[config.mk]
export PLATFORM = sky130hd
export DESIGN_NAME = byte_bus_unit
export DESIGN_NICKNAME = d
export VERILOG_FILES = /design/src/rtl/byte_bus_pkg.sv /design/src/rtl/bbu_ctrl.sv /design/src/rtl/bbu_datapath.sv /design/src/rtl/byte_bus_unit.sv
export SDC_FILE = /design/constraint.sdc
export NUM_CORES = 1
export LEC_CHECK = 0
export BUFFER_PORTS_ARGS = -buffer_cell sky130_fd_sc_hd__buf_2
export CAP_MARGIN = 20
export CORE_UTILIZATION = 46
export DETAILED_ROUTE_END_ITERATION = 12
export HOLD_SLACK_MARGIN = 0.03
export MAX_ROUTING_LAYER = met4
export PLACE_DENSITY_LB_ADDON = 0.25
export REMOVE_ABC_BUFFERS = 1
export SYNTH_ARGS = -nofsm -noshare
export SYNTH_HDL_FRONTEND = slang
export SYNTH_SLANG_ARGS = --single-unit
[constraint.sdc]
create_clock -name clk -period 2.06 [get_ports clk]
set_clock_uncertainty 0.2 [all_clocks]
set_input_delay 0.206 -clock clk [delete_from_list [all_inputs] [get_ports clk]]
set_output_delay 0.206 -clock clk [all_outputs]
set_load 0.1 [all_outputs]
[src/rtl/byte_bus_pkg.sv]
package byte_bus_pkg;
  typedef enum logic [2:0] {
    ST_IDLE,
    ST_T1,
    ST_T2,
    ST_T3,
    ST_T4
  } busState_e;

  // strobes from control to datapath
  typedef struct packed {
    logic load;       // capture a new request
    logic addrPhase;  // T1: drive the address on the shared lines
    logic second;     // second byte cycle of a word
    logic capLo;      // sample the bus into the low lane
    logic capHi;      // sample the bus into the high lane
  } dpCtl_t;
endpackage

[src/rtl/bbu_ctrl.sv]
module bbu_ctrl
  import byte_bus_pkg::*;
(
  input  logic   clk,
  input  logic   rstN,
  input  logic   reqStart,
  input  logic   reqWord,
  input  logic   reqWrite,
  output dpCtl_t ctl,
  output logic   ale,
  output logic   den,
  output logic   dtr,
  output logic   rdStb,
  output logic   wrStb,
  output logic   adOe,
  output logic   reqDone
);
  busState_e state;
  logic      secondByte;
  logic      isWord;
  logic      isWrite;
  logic      doneReg;

  always_ff @(posedge clk) begin
    if (!rstN) begin
      state      <= ST_IDLE;
      secondByte <= 1'b0;
      isWord     <= 1'b0;
      isWrite    <= 1'b0;
      doneReg    <= 1'b0;
    end else begin
      doneReg <= 1'b0;
      unique case (state)
        ST_IDLE: begin
          if (reqStart) begin
            state      <= ST_T1;
            secondByte <= 1'b0;
            isWord     <= reqWord;
            isWrite    <= reqWrite;
          end
        end
        ST_T1: state <= ST_T2;
        ST_T2: state <= ST_T3;
        ST_T3: state <= ST_T4;
        ST_T4: begin
          if (isWord && !secondByte) begin
            secondByte <= 1'b1;
            state      <= ST_T1;
          end else begin
            state   <= ST_IDLE;
            doneReg <= 1'b1;
          end
        end
        default: state <= ST_IDLE;
      endcase
    end
  end

  logic midPhase;
  assign midPhase = (state == ST_T2) || (state == ST_T3);

  assign ale     = (state == ST_T1);
  assign den     = midPhase;
  assign dtr     = (state != ST_IDLE) && isWrite;
  assign rdStb   = midPhase && !isWrite;
  assign wrStb   = midPhase && isWrite;
  assign adOe    = (state == ST_T1) || (midPhase && isWrite);
  assign reqDone = doneReg;

  always_comb begin
    ctl.load      = (state == ST_IDLE) && reqStart;
    ctl.addrPhase = (state == ST_T1);
    ctl.second    = secondByte;
    ctl.capLo     = (state == ST_T3) && !isWrite && !secondByte;
    ctl.capHi     = (state == ST_T3) && !isWrite && secondByte;
  end
endmodule

[src/rtl/bbu_datapath.sv]
module bbu_datapath
  import byte_bus_pkg::*;
#(
  parameter int ADDR_W = 20,
  parameter int BYTE_W = 8
) (
  input  logic                 clk,
  input  logic                 rstN,
  input  dpCtl_t               ctl,
  input  logic [ADDR_W-1:0]    reqAddr,
  input  logic [2*BYTE_W-1:0]  reqWdata,
  input  logic [BYTE_W-1:0]    adIn,
  output logic [BYTE_W-1:0]    adOut,
  output logic [ADDR_W-BYTE_W-1:0] addrHi,
  output logic [2*BYTE_W-1:0]  reqRdata
);
  localparam int WORD_W = 2 * BYTE_W;
  localparam int LANES  = 2;

  logic [ADDR_W-1:0] addrReg;
  logic [WORD_W-1:0] wdataReg;
  logic [WORD_W-1:0] rdataReg;
  logic [ADDR_W-1:0] curAddr;
  logic [BYTE_W-1:0] wrByte;
  logic [LANES-1:0]  capLane;

  always_ff @(posedge clk) begin
    if (!rstN) begin
      addrReg  <= '0;
      wdataReg <= '0;
    end else if (ctl.load) begin
      addrReg  <= reqAddr;
      wdataReg <= reqWdata;
    end
  end

  // second byte address wraps naturally at the address width
  assign curAddr = ctl.second ? addrReg + ADDR_W'(1) : addrReg;
  assign wrByte  = ctl.second ? wdataReg[BYTE_W +: BYTE_W] : wdataReg[0 +: BYTE_W];
  assign adOut   = ctl.addrPhase ? curAddr[BYTE_W-1:0] : wrByte;
  assign addrHi  = curAddr[ADDR_W-1:BYTE_W];
  assign capLane = {ctl.capHi, ctl.capLo};

  for (genvar lane = 0; lane < LANES; lane++) begin : g_lane
    always_ff @(posedge clk) begin
      if (!rstN || ctl.load) rdataReg[lane*BYTE_W +: BYTE_W] <= '0;
      else if (capLane[lane]) rdataReg[lane*BYTE_W +: BYTE_W] <= adIn;
    end
  end

  assign reqRdata = rdataReg;
endmodule

[src/rtl/byte_bus_unit.sv]
module byte_bus_unit
  import byte_bus_pkg::*;
#(
  parameter int ADDR_W = 20,
  parameter int BYTE_W = 8
) (
  input  logic                     clk,
  input  logic                     rstN,
  input  logic                     reqStart,
  input  logic [ADDR_W-1:0]        reqAddr,
  input  logic                     reqWord,
  input  logic                     reqWrite,
  input  logic [2*BYTE_W-1:0]      reqWdata,
  output logic                     reqDone,
  output logic [2*BYTE_W-1:0]      reqRdata,
  output logic [BYTE_W-1:0]        adOut,
  output logic                     adOe,
  input  logic [BYTE_W-1:0]        adIn,
  output logic [ADDR_W-BYTE_W-1:0] addrHi,
  output logic                     ale,
  output logic                     den,
  output logic                     dtr,
  output logic                     rdStb,
  output logic                     wrStb
);
  dpCtl_t ctl;

  bbu_ctrl ctrl_i (
    .clk(clk), .rstN(rstN), .reqStart(reqStart), .reqWord(reqWord),
    .reqWrite(reqWrite), .ctl(ctl), .ale(ale), .den(den), .dtr(dtr),
    .rdStb(rdStb), .wrStb(wrStb), .adOe(adOe), .reqDone(reqDone)
  );

  bbu_datapath #(.ADDR_W(ADDR_W), .BYTE_W(BYTE_W)) dp_i (
    .clk(clk), .rstN(rstN), .ctl(ctl), .reqAddr(reqAddr),
    .reqWdata(reqWdata), .adIn(adIn), .adOut(adOut), .addrHi(addrHi),
    .reqRdata(reqRdata)
  );
endmodule

==> results.toml <==
[floorplanning]
num_rows = 27
start_util_pct = 48.7
dieWidth_microns = 79.0
die_y_microns = 79.0
core_sq_um = 5610
die-area_sq_um = 6250
pin_count = 92

[synthesis]
synth.mux.area_fraction_pct = 7.42
synth_simple_gate_area_share_pct = 26.3
synth_xor_area_share_pct = 6.10
async_flop_share_pct = 0
synth_top_flop_cell = "dfxtp_1"
ys_types = 40
synth-seq-cells = 59
synth_top_family_by_area = "simple AND/OR/NAND/NOR gates"
synthCells = 327
synth-edff-count = 0
synthTopCellsByCount = "86 x nand2_1, 59 x dfxtp_1, 42 x a21oi_1, 24 x nor2_1, 18 x mux2i_1"
synth_fa_ha_area_share_pct = 0.458
synth_compound_area_share_pct = 10.9
yosysMostFrequentCell = "nand2_1"
ys_seq_area_share_pct = 43.3
yosysTopAreaCell = "dfxtp_1"
synth.avg_cell_area_sq_um = 8.35
yosys_warnings = 0
ys_top_cells_by_area = "dfxtp_1 43%, nand2_1 12%, a21oi_1 7.7%, mux2i_1 6.6%, xnor2_1 3.8%"
synth_area_sq_um = 2730
synth_top_area_share_pct = 43.3

[timing]
setup_ws_ps = -260
final-setup-viol-count = 17
rsz0062_at_grt = "yes"
fin_hold_ws_ps = 251
timing.fmax_mhz = 431
fin_crit_ps = 2320
maxSlewHeadroom_pct = 61.2
period_share_pct = 113
drv_slew = 0
hold_violations = 0
worst_pin_slew_ps = 581

[worst_setup_path]
cp-startpoint = "dp_i.addrReg[1]"
ff2ff_setup_slack_ps = 270
rr_worst_depth = 5
r2r_start = "ctrl_i.state[2]"
cp-endpoint = "addrHi[10]"
cp-start-kind = "register"
setup.worst_path.end_class = "output pin"
critPathKind = "reg2out"
r2r-end = "dp_i.wdataReg[1]"
cp_max_fo = 5
required_ps = 1650
arrival_ps = 1910

[clocking]
numCtsBuffers = 9
cts_tree = "yes"
cts.sink_count = 59
htree_levels = 3
clkTransAtPathRegs_ps = 70
root_buffer = "clkbuf_8"
clockBufferDepth = 2
insertion_delay_ps = 330

[routing]
wirelength_mm = 8.66
via_per_inst = 5.29
num_vias = 2942
drc = 0
ant_nets = 0
wl_per_cell_microns = 15.6
drt-initial-drc-count = 225
drt-pass1-iter-count = 5

[pwr]
peakVddDrop_mv = 0.610
power_density_nw_per_um2 = 816
p_leak_uw = 0.00205

[global_route]
antenna_found_initial = 0
grt_pass1_wl_mm = 13.3
grt_pass1_vias = 2889
grtUsageTotal_pct = 28.5
overflow = 0
grt_max_degree = 39

[finish]
syn2layout_area_growth_pct = 71.9
n_antenna_cell = 0
instances_no_fill = 556
final_nets = 529
final_layout_size_suffix_gt1_share_pct = 38.0

[worst_hold_path]
min_path_cells = 2
min-delay-start = "dp_i.wdataReg[2]"
min_path_type = "reg2reg"

[place]
pre_cts_slack_ps = 50.8
dp_hpwl_mm = 4.61
place_congestion = 0.824
portBuffers = 91
place_inst = 484

[flow_run]
maxCapViolations = 0

[outcome]
violations = "negative setup slack"
outcome = "finished, violations left"
logic make-up (layout without fill, tap and decap cells):
family | count (synthesis) | in the layout
XOR/XNOR | 19 | 19
buffers and inverters | 24 | 181
multiplexers | 19 | 19
adder cells (fa/ha/maj) | 1 | 1
AND/OR/NAND/NOR | 151 | 151
flip-flops | 59 | 59
AO/OA/AOI/OAI | 54 | 54
worst max-delay path: stages (launching register included):
cell,delay [ps]
dfxtp_4,370
ha_4,140
and3_4,220
nand3_4,160
nor3_4,240
xor2_2,210
clkbuf_16,230
where the power goes:
| part | total, uW | switching [uW] | internal (uW) | leakage, uW |
|---|---|---|---|---|
| Sequential | 1290 | 71.5 | 1210 | 0.000487 |
| Clock | 1360 | 458 | 901 | 0.000133 |
| Combinational | 1190 | 728 | 459 | 0.00143 |
| Total | 3830 | 1260 | 2570 | 0.00205 |
cell usage in the layout, fill, tap and decap left out, drive strengths merged:
| cell | Yosys | layout |
|---|---|---|
| ha | 1 | 1 |
| and4bb | 1 | 1 |
| and3 | 4 | 4 |
| nor3 | 6 | 6 |
| and2b | 1 | 1 |
| and4 | 2 | 2 |
| or2 | 1 | 1 |
| nand2 | 86 | 86 |
| xnor2 | 12 | 12 |
| nor3b | 1 | 1 |
| o21ai | 3 | 3 |
| nand4b | 1 | 1 |
| o2111a | 1 | 1 |
| dlygate4sd3 | 0 | 48 |
| o31a | 1 | 1 |
| mux4 | 1 | 1 |
| buf | 16 | 112 |
| a211oi | 5 | 5 |
| xor2 | 7 | 7 |
| and2 | 2 | 2 |
| clkinv | 0 | 1 |
| inv | 2 | 2 |
| mux2i | 18 | 18 |
| nor2b | 7 | 7 |
| nor4 | 1 | 1 |
| clkbuf | 6 | 15 |
| nor2 | 24 | 24 |
| nand4 | 7 | 7 |
| a31oi | 1 | 1 |
| bufinv | 0 | 3 |
| dfxtp | 59 | 59 |
| nand3 | 7 | 7 |
| a21oi | 43 | 43 |
worst min-delay path by stage:
stage	to	slack (ps)
3_3_place_gp	dp_i.wdataReg[2]	240
2_1_floorplan	dp_i.wdataReg[0]	140
3_5_place_dp	dp_i.wdataReg[6]	240
6_report	dp_i.wdataReg[2]	250
4_1_cts	dp_i.wdataReg[6]	250
5_1_grt	dp_i.wdataReg[6]	260
flip-flops by register name, summed over array words and instances (netlist names):
name,flops
ctrl_i.isWord,1
ctrl_i.isWrite,1
ctrl_i.reqDone,1
ctrl_i.secondByte,1
ctrl_i.state,3
dp_i.addrReg,20
dp_i.reqRdata,16
dp_i.wdataReg,16
area by class of cell:
cell class | instances | area, sq um
Inverter | 2 | 7.51
Sequential cell | 59 | 1200
Multi-Input combinational cell | 244 | 1620
Timing Repair Buffer | 163 | 1520
Clock inverter | 4 | 95.1
Clock buffer | 12 | 165
Fill cell | 330 | 915
Tap cell | 72 | 90.1
metal layers:
layer / vias up / part of all wire, % / track usage, %
met5: - / 0 / -
met4: 0 / 3.3 / 13.1
met3: 31 / 5.7 / 5.86
met2: 135 / 53 / 50.3
met1: 1377 / 38 / 30.7
li1: 1399 / - / -
through the flow:
step / TNS [ps] / total power (uW) / cell area, sq um / utilization [%]
2_1_floorplan: -30820 / 1930 / 2590 / -
3_3_place_gp: 0 / 2300 / 3610 / 64.3
3_5_place_dp: 0 / 2310 / 3610 / 64.3
4_1_cts: -1530 / 3770 / 4580 / 81.6
5_1_grt: -3940 / 3960 / 4690 / 83.7
6_report: -2570 / 3830 / 4690 / 83.7
timing repair:
action	in CTS	in global routing
endpoints found under the hold margin	57	0
resized for setup	40	29
pin swaps	10	12
endpoints found under the setup margin	20	24
buffers inserted	6	3
hold buffers	48	0
gates cloned	0	1
(Power assumes the default switching activity.)
